## src/rtl/ccd_pkg.sv

```systemverilog
package ccd_pkg;
    localparam int unsigned WORD_W = 32;
    localparam int unsigned BE_W   = WORD_W / 8;
    localparam int unsigned BUS_W  = 8;
    localparam int unsigned DEV_W  = 5;
    localparam int unsigned FN_W   = 3;
    localparam int unsigned REG_W  = 6;
    localparam int unsigned IDSEL_W = 16;

    typedef enum logic [1:0] {
        KIND_NONE     = 2'd0,
        KIND_INTERNAL = 2'd1,
        KIND_TYPE0    = 2'd2,
        KIND_TYPE1    = 2'd3
    } cfg_kind_t;

    typedef enum logic [1:0] {
        ST_IDLE   = 2'd0,
        ST_DECODE = 2'd1,
        ST_ISSUE  = 2'd2,
        ST_REPLY  = 2'd3
    } ctrl_state_t;

    typedef enum logic [1:0] {
        PORT_OTHER     = 2'd0,
        PORT_ADDR_FULL = 2'd1,
        PORT_ADDR_PART = 2'd2,
        PORT_DATA      = 2'd3
    } port_sel_t;
endpackage

```

## src/rtl/ccd_addr_regs.sv

```systemverilog
module ccd_addr_regs
    import ccd_pkg::*;
(
    input  logic              clk,
    input  logic              rst_n,
    input  logic              addr_we,
    input  logic [WORD_W-1:0] addr_wdata,
    input  logic              bus_we,
    input  logic [BUS_W-1:0]  own_in,
    input  logic [BUS_W-1:0]  sub_in,
    output logic [WORD_W-1:0] addr_q,
    output logic [BUS_W-1:0]  own_q,
    output logic [BUS_W-1:0]  sub_q
);
    always_ff @(posedge clk or negedge rst_n) begin
        if (!rst_n) begin
            addr_q <= '0;
        end else if (addr_we) begin
            addr_q <= addr_wdata;
        end
    end

    always_ff @(posedge clk or negedge rst_n) begin
        if (!rst_n) begin
            own_q <= '0;
            sub_q <= '0;
        end else if (bus_we) begin
            own_q <= own_in;
            sub_q <= sub_in;
        end
    end
endmodule

```

## src/rtl/ccd_classify.sv

```systemverilog
module ccd_classify
    import ccd_pkg::*;
#(
    parameter logic [DEV_W-1:0] SELF_DEV = 5'd16
) (
    input  logic              en,
    input  logic [BUS_W-1:0]  bus,
    input  logic [DEV_W-1:0]  dev,
    input  logic [FN_W-1:0]   fn,
    input  logic [REG_W-1:0]  rg,
    input  logic [BUS_W-1:0]  own_bus,
    input  logic [BUS_W-1:0]  sub_bus,
    output cfg_kind_t         kind,
    output logic [WORD_W-1:0] xaddr
);
    localparam int unsigned IDX_W = $clog2(IDSEL_W);

    logic [IDSEL_W-1:0] idsel;

    for (genvar g = 0; g < IDSEL_W; g++) begin : g_idsel
        assign idsel[g] = (dev[IDX_W-1:0] == IDX_W'(g));
    end

    logic local_dev;
    assign local_dev = (dev < DEV_W'(IDSEL_W));

    always_comb begin
        kind = KIND_NONE;
        if (en) begin
            if (bus == '0 && dev == SELF_DEV) begin
                kind = KIND_INTERNAL;
            end else if (bus == own_bus && local_dev) begin
                kind = KIND_TYPE0;
            end else if (bus > own_bus && bus <= sub_bus) begin
                kind = KIND_TYPE1;
            end
        end
    end

    always_comb begin
        unique case (kind)
            KIND_INTERNAL: xaddr = {8'h00, bus, dev, fn, rg, 2'b00};
            KIND_TYPE0:    xaddr = {idsel, 5'b00000, fn, rg, 2'b00};
            KIND_TYPE1:    xaddr = {8'h00, bus, dev, fn, rg, 2'b01};
            default:       xaddr = '0;
        endcase
    end
endmodule

```

## src/rtl/ccd_ctrl.sv

```systemverilog
module ccd_ctrl
    import ccd_pkg::*;
#(
    parameter int unsigned       IO_AW     = 16,
    parameter logic [IO_AW-1:0]  ADDR_PORT = 16'hCF8,
    parameter logic [IO_AW-1:0]  DATA_PORT = 16'hCFC
) (
    input  logic              clk,
    input  logic              rst_n,
    input  logic              req_valid,
    output logic              req_ready,
    input  logic              req_write,
    input  logic [IO_AW-1:2]  req_addr,
    input  logic [BE_W-1:0]   req_be,
    input  logic [WORD_W-1:0] req_wdata,
    output logic              rsp_valid,
    output logic              rsp_claimed,
    output logic [WORD_W-1:0] rsp_rdata,
    input  cfg_kind_t         kind_in,
    input  logic [WORD_W-1:0] xaddr_in,
    input  logic [WORD_W-1:0] addr_q,
    output logic              addr_we,
    output logic [WORD_W-1:0] addr_wdata,
    output logic              cfg_valid,
    input  logic              cfg_ack,
    output cfg_kind_t         cfg_kind,
    output logic [WORD_W-1:0] cfg_addr,
    output logic [BE_W-1:0]   cfg_be,
    output logic              cfg_write,
    output logic [WORD_W-1:0] cfg_wdata,
    input  logic [WORD_W-1:0] cfg_rdata
);
    localparam logic [WORD_W-1:0] ALL_ONES = '1;
    localparam logic [BE_W-1:0]   FULL_BE  = '1;

    ctrl_state_t       state_q, state_d;
    port_sel_t         port_sel, port_q;
    logic              wr_q;
    logic [BE_W-1:0]   be_q;
    logic [WORD_W-1:0] wdata_q;
    logic [WORD_W-1:0] rdata_q;
    logic              claimed_q;
    cfg_kind_t         kind_q;
    logic [WORD_W-1:0] xaddr_q;
    logic              forward;

    always_comb begin
        if (req_addr == ADDR_PORT[IO_AW-1:2]) begin
            port_sel = (req_be == FULL_BE) ? PORT_ADDR_FULL : PORT_ADDR_PART;
        end else if (req_addr == DATA_PORT[IO_AW-1:2]) begin
            port_sel = PORT_DATA;
        end else begin
            port_sel = PORT_OTHER;
        end
    end

    assign forward = (port_q == PORT_DATA) && (kind_in != KIND_NONE);

    // state register
    always_ff @(posedge clk or negedge rst_n) begin
        if (!rst_n) state_q <= ST_IDLE;
        else        state_q <= state_d;
    end

    // next state
    always_comb begin
        state_d = state_q;
        unique case (state_q)
            ST_IDLE:   if (req_valid) state_d = ST_DECODE;         // accept
            ST_DECODE: state_d = forward ? ST_ISSUE : ST_REPLY;    // forward / settle
            ST_ISSUE:  if (cfg_ack) state_d = ST_REPLY;            // complete
            ST_REPLY:  state_d = ST_IDLE;                          // retire
            default:   state_d = ST_IDLE;
        endcase
    end

    // outputs
    always_comb begin
        req_ready   = (state_q == ST_IDLE);
        rsp_valid   = (state_q == ST_REPLY);
        cfg_valid   = (state_q == ST_ISSUE);
        addr_we     = (state_q == ST_DECODE) && (port_q == PORT_ADDR_FULL) && wr_q;
        addr_wdata  = {wdata_q[31], 7'b0000000, wdata_q[23:2], 2'b00};
        rsp_claimed = claimed_q;
        rsp_rdata   = rdata_q;
        cfg_kind    = kind_q;
        cfg_addr    = xaddr_q;
        cfg_be      = be_q;
        cfg_write   = wr_q;
        cfg_wdata   = wdata_q;
    end

    // datapath registers
    always_ff @(posedge clk or negedge rst_n) begin
        if (!rst_n) begin
            port_q    <= PORT_OTHER;
            wr_q      <= 1'b0;
            be_q      <= '0;
            wdata_q   <= '0;
            rdata_q   <= '0;
            claimed_q <= 1'b0;
            kind_q    <= KIND_NONE;
            xaddr_q   <= '0;
        end else begin
            unique case (state_q)
                ST_IDLE: begin
                    if (req_valid) begin
                        port_q  <= port_sel;
                        wr_q    <= req_write;
                        be_q    <= req_be;
                        wdata_q <= req_wdata;
                    end
                end
                ST_DECODE: begin
                    kind_q  <= kind_in;
                    xaddr_q <= xaddr_in;
                    unique case (port_q)
                        PORT_ADDR_FULL: begin
                            claimed_q <= 1'b1;
                            rdata_q   <= wr_q ? '0 : addr_q;
                        end
                        PORT_DATA: begin
                            claimed_q <= forward;
                            rdata_q   <= (wr_q || forward) ? '0 : ALL_ONES;
                        end
                        default: begin
                            claimed_q <= 1'b0;
                            rdata_q   <= wr_q ? '0 : ALL_ONES;
                        end
                    endcase
                end
                ST_ISSUE: begin
                    if (cfg_ack && !wr_q) rdata_q <= cfg_rdata;
                end
                default: ;
            endcase
        end
    end
endmodule

```

## src/rtl/cfg_cycle_decoder.sv

```systemverilog
module cfg_cycle_decoder
    import ccd_pkg::*;
#(
    parameter int unsigned      IO_AW     = 16,
    parameter logic [IO_AW-1:0] ADDR_PORT = 16'hCF8,
    parameter logic [IO_AW-1:0] DATA_PORT = 16'hCFC,
    parameter logic [4:0]       SELF_DEV  = 5'd16
) (
    input  logic              clk,
    input  logic              rst_n,
    input  logic              req_valid,
    output logic              req_ready,
    input  logic              req_write,
    input  logic [IO_AW-1:2]  req_addr,
    input  logic [3:0]        req_be,
    input  logic [31:0]       req_wdata,
    output logic              rsp_valid,
    output logic              rsp_claimed,
    output logic [31:0]       rsp_rdata,
    input  logic              busnum_we,
    input  logic [7:0]        busnum_own,
    input  logic [7:0]        busnum_sub,
    output logic              cfg_valid,
    input  logic              cfg_ack,
    output logic [1:0]        cfg_kind,
    output logic [31:0]       cfg_addr,
    output logic [3:0]        cfg_be,
    output logic              cfg_write,
    output logic [31:0]       cfg_wdata,
    input  logic [31:0]       cfg_rdata
);
    logic [WORD_W-1:0] addr_q;
    logic [BUS_W-1:0]  own_bus_q;
    logic [BUS_W-1:0]  sub_bus_q;
    logic              addr_we;
    logic [WORD_W-1:0] addr_wdata;
    cfg_kind_t         kind;
    cfg_kind_t         kind_out;
    logic [WORD_W-1:0] xaddr;

    ccd_addr_regs u_regs (
        .clk        (clk),
        .rst_n      (rst_n),
        .addr_we    (addr_we),
        .addr_wdata (addr_wdata),
        .bus_we     (busnum_we),
        .own_in     (busnum_own),
        .sub_in     (busnum_sub),
        .addr_q     (addr_q),
        .own_q      (own_bus_q),
        .sub_q      (sub_bus_q)
    );

    ccd_classify #(.SELF_DEV(SELF_DEV)) u_cls (
        .en      (addr_q[31]),
        .bus     (addr_q[23:16]),
        .dev     (addr_q[15:11]),
        .fn      (addr_q[10:8]),
        .rg      (addr_q[7:2]),
        .own_bus (own_bus_q),
        .sub_bus (sub_bus_q),
        .kind    (kind),
        .xaddr   (xaddr)
    );

    ccd_ctrl #(
        .IO_AW     (IO_AW),
        .ADDR_PORT (ADDR_PORT),
        .DATA_PORT (DATA_PORT)
    ) u_ctrl (
        .clk         (clk),
        .rst_n       (rst_n),
        .req_valid   (req_valid),
        .req_ready   (req_ready),
        .req_write   (req_write),
        .req_addr    (req_addr),
        .req_be      (req_be),
        .req_wdata   (req_wdata),
        .rsp_valid   (rsp_valid),
        .rsp_claimed (rsp_claimed),
        .rsp_rdata   (rsp_rdata),
        .kind_in     (kind),
        .xaddr_in    (xaddr),
        .addr_q      (addr_q),
        .addr_we     (addr_we),
        .addr_wdata  (addr_wdata),
        .cfg_valid   (cfg_valid),
        .cfg_ack     (cfg_ack),
        .cfg_kind    (kind_out),
        .cfg_addr    (cfg_addr),
        .cfg_be      (cfg_be),
        .cfg_write   (cfg_write),
        .cfg_wdata   (cfg_wdata),
        .cfg_rdata   (cfg_rdata)
    );

    assign cfg_kind = kind_out;
endmodule

```

## config.mk

```make
export PLATFORM = sky130hd
export DESIGN_NAME = cfg_cycle_decoder
export DESIGN_NICKNAME = d
export VERILOG_FILES = /design/src/rtl/ccd_pkg.sv /design/src/rtl/ccd_addr_regs.sv /design/src/rtl/ccd_classify.sv /design/src/rtl/ccd_ctrl.sv /design/src/rtl/cfg_cycle_decoder.sv
export SDC_FILE = /design/constraint.sdc
export NUM_CORES = 1
export LEC_CHECK = 0
export ABC_AREA = 1
export CAP_MARGIN = 20
export CORE_ASPECT_RATIO = 0.7
export CORE_MARGIN = 2
export CORE_UTILIZATION = 30
export DETAILED_ROUTE_END_ITERATION = 8
export PLACE_DENSITY = 0.59
export SLEW_MARGIN = 25
export SYNTH_ARGS = -nofsm -noshare
export SYNTH_HDL_FRONTEND = slang
export SYNTH_SLANG_ARGS = --single-unit
```

## constraint.sdc

```tcl
create_clock -name clk -period 2.2 [get_ports clk]
set_clock_uncertainty 0.1 [all_clocks]
set_input_delay 0.44 -clock clk [delete_from_list [all_inputs] [get_ports clk]]
set_output_delay 0.44 -clock clk [all_outputs]
set_load 0.01 [all_outputs]
```

==> Word-level counts from Yosys, hierarchy flattened <==
Cells that the tools add are included.
{ "word_totals": {"regBits": 147, "out_inout_bits": 107, "wordCells": 82} }
{ "classes": {"n_mux": 19, "order_cmp": 3, "n_reduce_logical": 17, "n_eq_ne": 31} }
{ "ops": {"columns": ["cell", "n"], "rows": [
  ["$mux W32", 4],
  ["$pmux W32 S2", 2],
  ["$pmux W32 S3", 1],
  ["$eq A4 B4 Y1 const B", 9],
  ["$eq A14 B10 Y1 const B", 2],
  ["$mux W2", 9],
  ["$eq A4 B3 Y1 const B", 4],
  ["$eq A2 B2 Y1 const B", 5],
  ["$eq A4 B2 Y1 const B", 2],
  ["$eq A8 B8 Y1", 1],
  ["$gt A8 B8 Y1", 1],
  ["$le A8 B8 Y1", 1],
  ["$logic_not A8 Y1", 1],
  ["$pmux W2 S4", 1],
  ["$logic_and A1 B1 Y1", 7],
  ["$eq A2 B1 Y1 const B", 3],
  ["$reduce_and A2 Y1", 3],
  ["$eq A5 B5 Y1 const B", 1],
  ["$lt A5 B5 Y1 const B", 1],
  ["$eq A4 B1 Y1 const B", 1],
  ["$logic_not A4 Y1", 1],
  ["$ne A2 B1 Y1 const B", 2],
  ["$reduce_bool A2 Y1", 2],
  ["$logic_not A2 Y1", 1],
  ["other kinds (5)", 5]
]} }

==> Depth between registers and ports, before layout <==
Gate-level depths: netlist of the first run.
{ "depth": {"ltp_word": 12, "depth_mapped": 19, "ltp_nobuf": 18} }

==> Cells and area by module <==
From an unflattened synthesis of the first run, not the netlist that was laid out.
{ "hier_totals": {"hier_cells": 1044, "hier_area_um2": 7918.8} }
{ "modules_own_cells": {"columns": ["module", "area_per_inst_um2", "instances", "seq_area_each_um2", "cells_per_inst"], "rows": [
  ["ccd_ctrl", 5152.4, 1, 2702.6, 675],
  ["ccd_addr_regs", 1905.6, 1, 1201.2, 204],
  ["ccd_classify", 860.8, 1, 0.0, 165]
]} }

==> Least setup slack after synthesis of the first run <==
Ideal clock, no wire load.
{ "synth_timing": {"path_type": "flip-flop to flip-flop", "start": "reg u_regs.addr_q[23]", "end": "reg u_ctrl.rdata_q[22], in the netlist u_ctrl.rsp_rdata[22]", "stages_incl_launch_ff": 12, "setup_ns": 0.119, "slack_ns": 0.217, "arrival_time_ns": 1.764, "period_less_slack_ns": 1.983, "path_buffers": 1, "cell_sequence": "dfrtp_1 ha_1 nand2_1 nor2_1 nor2_1 a21oi_1 nand3_1 nand4_4 nand2_4 buf_6 o21ai_2 nand2_1"} }
{ "synth_between": {"elab_chain_len": 12, "elab_cells_between_ends": 17, "cone_classes": "2 x order compare; 1 x eq/ne; 7 x mux; 7 x reduce/logical"} }
{ "synth_rtl": {"columns": ["element", "line_no", "source"], "rows": [
  ["start: declaration", "ccd_addr_regs.sv:11", "output logic [WORD_W-1:0] addr_q,"],
  ["start signal: assignment", "ccd_addr_regs.sv:19", "addr_q <= addr_wdata;"],
  ["$gt A8 B8 Y1 / $le A8 B8 Y1 (equally long branches)", "ccd_classify.sv:34", "end else if (bus > own_bus && bus <= sub_bus) begin"],
  ["$logic_and A1 B1 Y1", "ccd_classify.sv:34", null],
  ["$mux W2", "ccd_classify.sv:34", null],
  ["$mux W2", "ccd_classify.sv:32", "end else if (bus == own_bus && local_dev) begin"],
  ["$mux W2 *", "ccd_classify.sv:30", "if (bus == '0 && dev == SELF_DEV) begin"],
  ["$mux W2 *", "ccd_classify.sv:29", "if (en) begin"],
  ["$reduce_bool A2 Y1 *", "ccd_ctrl.sv:57", "assign forward = (port_q == PORT_DATA) && (kind_in != KIND_NONE);"],
  ["$logic_and A1 B1 Y1 *", "ccd_ctrl.sv:57", null],
  ["$logic_or A1 B1 Y1 *", "ccd_ctrl.sv:124", "rdata_q <= (wr_q || forward) ? '0 : ALL_ONES;"],
  ["$mux W32 *", "ccd_ctrl.sv:124", null],
  ["$pmux W32 S2 *", "ccd_ctrl.sv:117", "unique case (port_q)"],
  ["$pmux W32 S2 *", "ccd_ctrl.sv:105", "unique case (state_q)"],
  ["end signal: assignment", "ccd_ctrl.sv:120", "rdata_q <= wr_q ? '0 : addr_q;"],
  ["end signal: assignment", "ccd_ctrl.sv:124", null],
  ["end signal: assignment", "ccd_ctrl.sv:128", "rdata_q <= wr_q ? '0 : ALL_ONES;"],
  ["end: declaration", "ccd_ctrl.sv:41", "logic [WORD_W-1:0] rdata_q;"]
]} }
Mark *: on every way between the ends. The rest lies on a longest branch, timed or not.
A chain may end at the register's enable or synchronous reset.

==> Worst setup path in the final report of the first run <==
{ "layout_timing": {"start": "reg u_regs.addr_q[19]", "end": "reg u_ctrl.rdata_q[13], in the netlist u_ctrl.rsp_rdata[13]"} }
The elaborated chain is that of the path after synthesis.

==> results of run 1 <==
cell families (layout without fill, tap and decap cells):
logic type | count (synthesis) | count (layout) | synth area share [%]
buffers and inverters | 131 | 380 | 7.42
adder cells (fa/ha/maj) | 20 | 20 | 3.65
other | 1 | 1 | 0.0547
AO/OA/AOI/OAI | 149 | 149 | 11.6
AND/OR/NAND/NOR | 371 | 372 | 22.2
flip-flops | 146 | 146 | 53.3
multiplexers | 11 | 11 | 1.81
cells in the final DEF (no fill, tap or decap), types with 2 or more instances in the layout:
| cell | count |
|---|---|
| a21o_1 | 2 |
| a21oi_1 | 38 |
| a21oi_2 | 3 |
| buf_12 | 7 |
| buf_4 | 34 |
| buf_6 | 3 |
| bufinv_16 | 4 |
| clkbuf_1 | 3 |
| clkbuf_16 | 17 |
| clkbuf_8 | 2 |
| clkdlybuf4s50_1 | 206 |
| clkinv_1 | 2 |
| clkinv_2 | 2 |
| clkinv_4 | 2 |
| clkinvlp_4 | 2 |
| dfrtp_1 | 144 |
| dfrtp_2 | 2 |
| dlygate4sd2_1 | 2 |
| ha_1 | 18 |
| ha_4 | 2 |
| inv_1 | 90 |
| inv_2 | 3 |
| mux2_2 | 11 |
| nand2_1 | 255 |
| nand2_2 | 13 |
| nand2_4 | 3 |
| nand3_1 | 12 |
| nand3_2 | 7 |
| nand4_1 | 10 |
| nor2_1 | 57 |
| nor2_2 | 2 |
| nor3_1 | 3 |
| nor3_4 | 2 |
| nor4_1 | 3 |
| o21ai_0 | 85 |
| o21ai_1 | 8 |
| o21ai_2 | 10 |
cells in the mapped netlist (2+ instances only):
library cell  count
nand2_1         264
dfrtp_1         146
inv_1            93
o21ai_0          93
nor2_1           58
a21oi_1          41
clkbuf_1         26
ha_1             20
nand3_1          20
mux2_2           11
nand4_1          10
o21ai_2          10
nand2_2           6
buf_1             4
nor3_1            4
nor4_1            3
a21o_1            2
buf_2             2
buf_4             2
clkinv_1          2
critical path, cell delays in order, from the launching register on:
cell and delay [ps]:
dfrtp_2 450, ha_4 280, nand2_2 50, inv_2 60
nand3_2 80, nor3_4 220, buf_6 140, nand3_4 60
nand4_4 160, nand2_8 80, buf_12 150, o21ai_2 120
nand2_1 60
layer usage:
metal	GRT usage (%)	routed length, um	up-vias
li1	-	-	3109
met2	27.6	9350	202
met4	3.17	127	0
met5	0	0	-
met1	25.2	10300	2908
met3	6.37	1770	14
final cells by class:
cell class | count | area, um^2
fillers | 2265 | 12200
flip-flops and latches | 146 | 3660
multi-input cells | 553 | 2850
repair buffers | 253 | 2520
clock buffers | 22 | 464
well taps | 312 | 390
inverters | 96 | 364
clock inverters | 9 | 155
report_power, final:
group	leakage [nW]	internal, mW	total, mW	switching (mW)
Combinational	2.95	3.14	6.86	3.72
Sequential	1.79	3.75	4.54	0.786
Clock	0.300	1.95	3.09	1.13
final timing paths:
| kind | start | endpoint |
|---|---|---|
| hold / removal | u_ctrl.cfg_addr[22] | u_ctrl.cfg_addr[22] |
| max in group asynchronous | rst_n | u_ctrl.cfg_wdata[8] |
| setup reg to reg | u_regs.addr_q[19] | u_ctrl.rsp_rdata[13] |
| hold reg to reg | u_ctrl.cfg_addr[22] | u_ctrl.cfg_addr[22] |
| setup / recovery | u_regs.addr_q[19] | u_ctrl.rsp_rdata[13] |
| min in group asynchronous | rst_n | u_ctrl.cfg_wdata[11] |
through the flow:
| step | hold slack (ps) | instance area, um^2 | utilization, % | setup TNS (ps) | std cells |
|---|---|---|---|---|---|
| floorplan | 44.4 | 6860 | - | 0 | 829 |
| global placement | 320 | 9590 | 42.5 | -122 | 1354 |
| detailed placement | 322 | 9590 | 42.5 | -142 | 1354 |
| CTS | 381 | 10200 | 45.3 | 0 | 1386 |
| global route | 400 | 10400 | 46.1 | -1180 | 1391 |
| finish | 378 | 10400 | 46.1 | 0 | 1391 |
repair_timing:
item,in CTS,in global routing
pin swaps,0,14
setup endpoints to repair,2,52
hold buffers,1,0
setup buffers,0,4
endpoints found under the hold margin,43,0
gates cloned,0,1
resized for setup,2,41
flip-flops by register name, summed over array words and instances (netlist names):
register / count
u_ctrl.cfg_wdata: 32
u_regs.sub_q: 8
u_ctrl.rsp_claimed: 1
u_ctrl.port_q: 2
u_ctrl.state_q: 2
u_ctrl.cfg_kind: 2
u_regs.own_q: 8
u_ctrl.cfg_be: 4
u_ctrl.cfg_write: 1
u_ctrl.rsp_rdata: 32
u_regs.addr_q: 23
u_ctrl.cfg_addr: 31
==> impl_metrics.csv, run 1 <==
group,metric,value,unit
outcome,status,"completed",
synth,yosysSeqAreaShare,53.3,%
global_routing,grt_max_degree,49,
sta,rsz0062_at_grt,"yes",
floorplan,io_pins,211,
placement,pre_cts_ws,-93.5,ps
clocking,clk_pin_slew_worst_paths,60,ps
clocking,clk_path_buf_depth,2,
synth,syn-mean-instance-area,8.27,um^2
hold_path,hp-class,"reg2reg",
drt,finalWirelength,21600,um
sta,min_period,2130,ps
floorplan,num_rows,46,
cells_and_area,antennaDiodeCount,0,
floorplan,fp.coreArea,22600,um^2
power_and_ir_drop,total_leakage_power,5.04,nW
hold_path,holdPathStages,2,
setup_path,critPathCaptureType,"flip-flop",
power_and_ir_drop,fin_total_pwr,14.5,mW
synth,async_reset_ff_share,100,%
drt,drt-initial-drc-count,341,
global_routing,antenna_found_initial,0,
global_routing,track_usage,18.1,%
synth,synth-edff-count,0,
setup_path,critical_path_class,"reg2reg",
clocking,h-tree-depth,4,
clocking,clock_latency,420,ps
synth,yosysTopAreaCellShare,53.3,%
global_routing,first_global_vias,6060,
sta,final_max_slew_viol_count,0,
synth,netlist_area,6860,um^2
placement,portBuffers,209,
clocking,cts_made_buffers,17,
sta,setup_viol,0,
cells_and_area,drive_gt1_share,12.6,%
synth,ys.flop_type,"dfrtp_1",
setup_path,crit_required,2410,ps
setup_path,reg2reg_slack,70,ps
global_routing,grt_overflow,0,
drt,viasPerCell,4.48,
cells_and_area,synthToLayoutAreaGrowth,51.6,%
synth,synth.ff_latch_count,146,
sta,layout_setup_ws,71.1,ps
synth,syn_inst,829,
drt,dr.pass1.iters,5,
cells_and_area,nNetsFinal,1191,
floorplan,start_util,30.4,%
synth,yosys_warnings,0,
power_and_ir_drop,ir_worst_vdd,653,uV
setup_path,cp-start-kind,"flip-flop",
drt,final_antenna_net_count,0,
clocking,root_buffer,"clkbuf_16",
placement,hpwl,16300,um
setup_path,worstPathArrival,2340,ps
sta,finalCritPeriodShare,96.8,%
synth,netlist-cell-type-count,32,
floorplan,fp.dieH,131,um
sta,fmax,0.470,GHz
synth,syn-num-nets,953,
global_routing,grt_pass1_wl,33000,um
clocking,cts_tree,"built",
sta,tightestPinTransition,487,ps
setup_path,worstPathMaxFanout,6,
clocking,cts_num_sinks,146,
drt,remaining_drc_errors,0,
drt,routedWlPerCell,15.5,um
drt,vias,6233,
synth,yosysTopAreaCell,"dfrtp_1",
setup_path,r2r_cells,12,
placement,gp_congestion,0.858,
power_and_ir_drop,pwr_density_cell,1390,nW/um^2
synth,ys_top_cells_by_area,"dfrtp_1 53%, nand2_1 14%, o21ai_0 6.8%",
sta,slew_headroom,67.2,%
floorplan,dieArea,24100,um^2
floorplan,die_w,185,um
sta,hold_viol,0,
job,drv_cap,0,
Power figures use the tool's default switching activity.
==> run 2: changes to the inputs <==
- ABC_CLOCK_PERIOD_IN_PS: not set -> 2200
==> results of run 2 <==
Same layout as run 1: the final DEF is identical, and so are final timing and power.
==> run 3: changes to the inputs <==
- PLACE_DENSITY: 0.59 -> not set
==> run 3 against run 2 <==
Effect of this change: maximum frequency shrank 1.4%; flip-flop and latch count stayed put; global-route usage rose by 0.39 points; non-clock buffer count grew 11; clock power shrank 7.8%; design area grew 0.89%; combinational power is 4.8% higher; die area did not move; worst setup slack lost 31 ps; sequential share of layout area decreased by 0.32 points; critical path type unchanged; critical endpoint unchanged; highest routed layer unchanged.
==> impl_metrics.csv, run 3 (synthesized netlist as in run 1, its figures left out) <==
group,metric,value,unit
setup_path,r2r-end,"u_ctrl.rsp_rdata[13]",
drt,dr.pass1.iters,5,
drt,finalWirelength,22100,um
global_routing,met1_usage,26.3,%
power_and_ir_drop,seqPwrFrac,31.2,%
clocking,clk_pin_slew_worst_paths,60,ps
floorplan,fp.coreArea,22600,um^2
global_routing,grt_overflow,0,
floorplan,dieArea,24100,um^2
sta,rsz0062_at_grt,"yes",
job,drv_cap,0,
drt,final_antenna_net_count,0,
setup_path,cp-start-kind,"flip-flop",
setup_path,crit_required,2410,ps
global_routing,gr-usage-met2,27.2,%
global_routing,use_met3,6.04,%
cells_and_area,fillers,2295,
setup_path,critical_path_class,"reg2reg",
cells_and_area,synthToLayoutAreaGrowth,52.9,%
clocking,cts_made_buffers,17,
setup_path,crit_top_cell,"nand2_1",
hold_path,worstHoldStart,"u_ctrl.cfg_addr[20]",
clocking,h-tree-depth,4,
sta,setup_viol,0,
sta,slew_headroom,66.1,%
cells_and_area,layout_commonest_cell,"nand2_1",
power_and_ir_drop,pwr-share-comb,49.3,%
floorplan,num_rows,46,
global_routing,grt_max_degree,53,
sta,finalSetupTns,0,ps
floorplan,fp.dieH,131,um
placement,portBuffers,209,
clocking,cts_tree,"built",
sta,hold_viol,0,
power_and_ir_drop,total_leakage_power,5.08,nW
setup_path,r2r_start,"u_regs.addr_q[19]",
drt,viasPerCell,4.51,
setup_path,worstPathMaxFanout,7,
power_and_ir_drop,pwr_density_cell,1390,nW/um^2
sta,fmax,0.463,GHz
power_and_ir_drop,p_clk_share,19.6,%
cells_and_area,drive_gt1_share,14.6,%
global_routing,grt_pass1_wl,33700,um
floorplan,io_pins,211,
clocking,clk_path_buf_depth,2,
drt,routedWlPerCell,15.7,um
hold_path,hp-class,"reg2reg",
clocking,root_buffer,"clkbuf_16",
sta,final_max_slew_viol_count,0,
setup_path,cpMaxStageDelayCell,"dfrtp_2",
power_and_ir_drop,ir_worst_vdd,743,uV
setup_path,critPathMaxStageDelay,460,ps
global_routing,first_global_vias,6115,
cells_and_area,multi_input_area,2900,um^2
sta,finalCritPeriodShare,98.2,%
floorplan,die_w,185,um
clocking,clock_latency,430,ps
global_routing,track_usage,18.5,%
setup_path,path_cells,"ha_4 -> buf_4 -> a21oi_2 -> nand2_1 -> nand2_1 -> a21oi_2 -> nand3_2 -> nand4_4 -> nand2_8 -> buf_6 -> o21ai_4 -> nand2_1",
global_routing,busiest_layer,"met2",
placement,hpwl,16300,um
cells_and_area,final_cell_mix,"251 x nand2_1, 206 x clkdlybuf4s50_1, 145 x dfrtp_1",
clocking,cts_num_sinks,146,
outcome,status,"completed",
placement,place_area,9580,um^2
sta,min_period,2160,ps
hold_path,holdPathStages,2,
cells_and_area,stdcell_area,10500,um^2
setup_path,critPathCaptureType,"flip-flop",
hold_path,min_to,"u_ctrl.cfg_addr[20]",
sta,whs,381,ps
setup_path,worstPathArrival,2370,ps
cells_and_area,nNetsFinal,1202,
drt,vias,6330,
power_and_ir_drop,internal_power,8.71,mW
placement,gp_congestion,0.815,
sta,tightestPinTransition,504,ps
setup_path,reg2reg_slack,40,ps
cells_and_area,antennaDiodeCount,0,
drt,drt-initial-drc-count,408,
floorplan,start_util,30.4,%
global_routing,antenna_found_initial,0,
cells_and_area,ff_latch_area,3650,um^2
setup_path,r2r_cells,12,
power_and_ir_drop,netSwitchingFraction,40.3,%
power_and_ir_drop,power_switching,5.88,mW
drt,remaining_drc_errors,0,
-- run 3: metrics by stage --
stage / power, mW / utilization (%) / setup WS [ps] / cells
after detailed placement: 11.2 / 42.5 / -37.4 / 1357
after global routing: 15.7 / 46.5 / -68.0 / 1403
after CTS: 14.2 / 45.3 / -2.90 / 1393
after global placement: 11.1 / 42.5 / -13.7 / 1357
final: 14.6 / 46.5 / 40.0 / 1403
after floorplan: 7.76 / - / 217 / 829
-- run 3: worst max-delay path by stage --
stage,startpoint,end
after floorplan,u_regs.addr_q[23],u_ctrl.rsp_rdata[22]
after global placement,req_addr[13],u_ctrl.port_q[0]
after detailed placement,u_regs.addr_q[19],u_ctrl.rsp_rdata[13]
after CTS,u_regs.addr_q[19],u_ctrl.cfg_addr[24]
after global routing,u_regs.addr_q[19],u_ctrl.rsp_rdata[18]
final,u_regs.addr_q[19],u_ctrl.rsp_rdata[13]
-- run 3: power by group through the flow --
stage          Clock, mW  Sequential (mW)  Combinational, mW
6_report            2.85             4.55               7.19
3_5_place_dp           0             4.57               6.63
3_3_place_gp           0             4.56               6.54
4_1_cts             2.92             4.54               6.73
5_1_grt             3.04             4.68               7.96
2_1_floorplan          0             4.75               3.01
-- run 3: timing repair --
action,CTS,global route
setup endpoints to repair,16,64
cloned,0,2
resized for setup,10,54
setup buffers,3,9
pin swaps,4,22
hold buffers,1,0
endpoints found under the hold margin,36,0
-- run 3: per-layer routing --
layer | share of wire (%) | wire length, um
met5 | 0 | 0
met4 | 1.0 | 229
met3 | 7.4 | 1640
met2 | 43 | 9470
met1 | 49 | 10700
-- run 3: final cells by class --
cell class	count	share of cell area, %
Timing Repair Buffer	264	24.8
Clock buffer	21	4.49
Sequential cell	146	34.8
Inverter	96	3.50
Clock inverter	11	0.966
Tap cell	312	3.72
Multi-Input combinational cell	553	27.6
-- run 3: critical path, delay by kind of cell, from the launching register on --
family          cells  cell delay [ps]
fa+ha+maj           1              290
compound gates      3              350
simple gates        6              600
flops               1              460
buf+inv             2              240
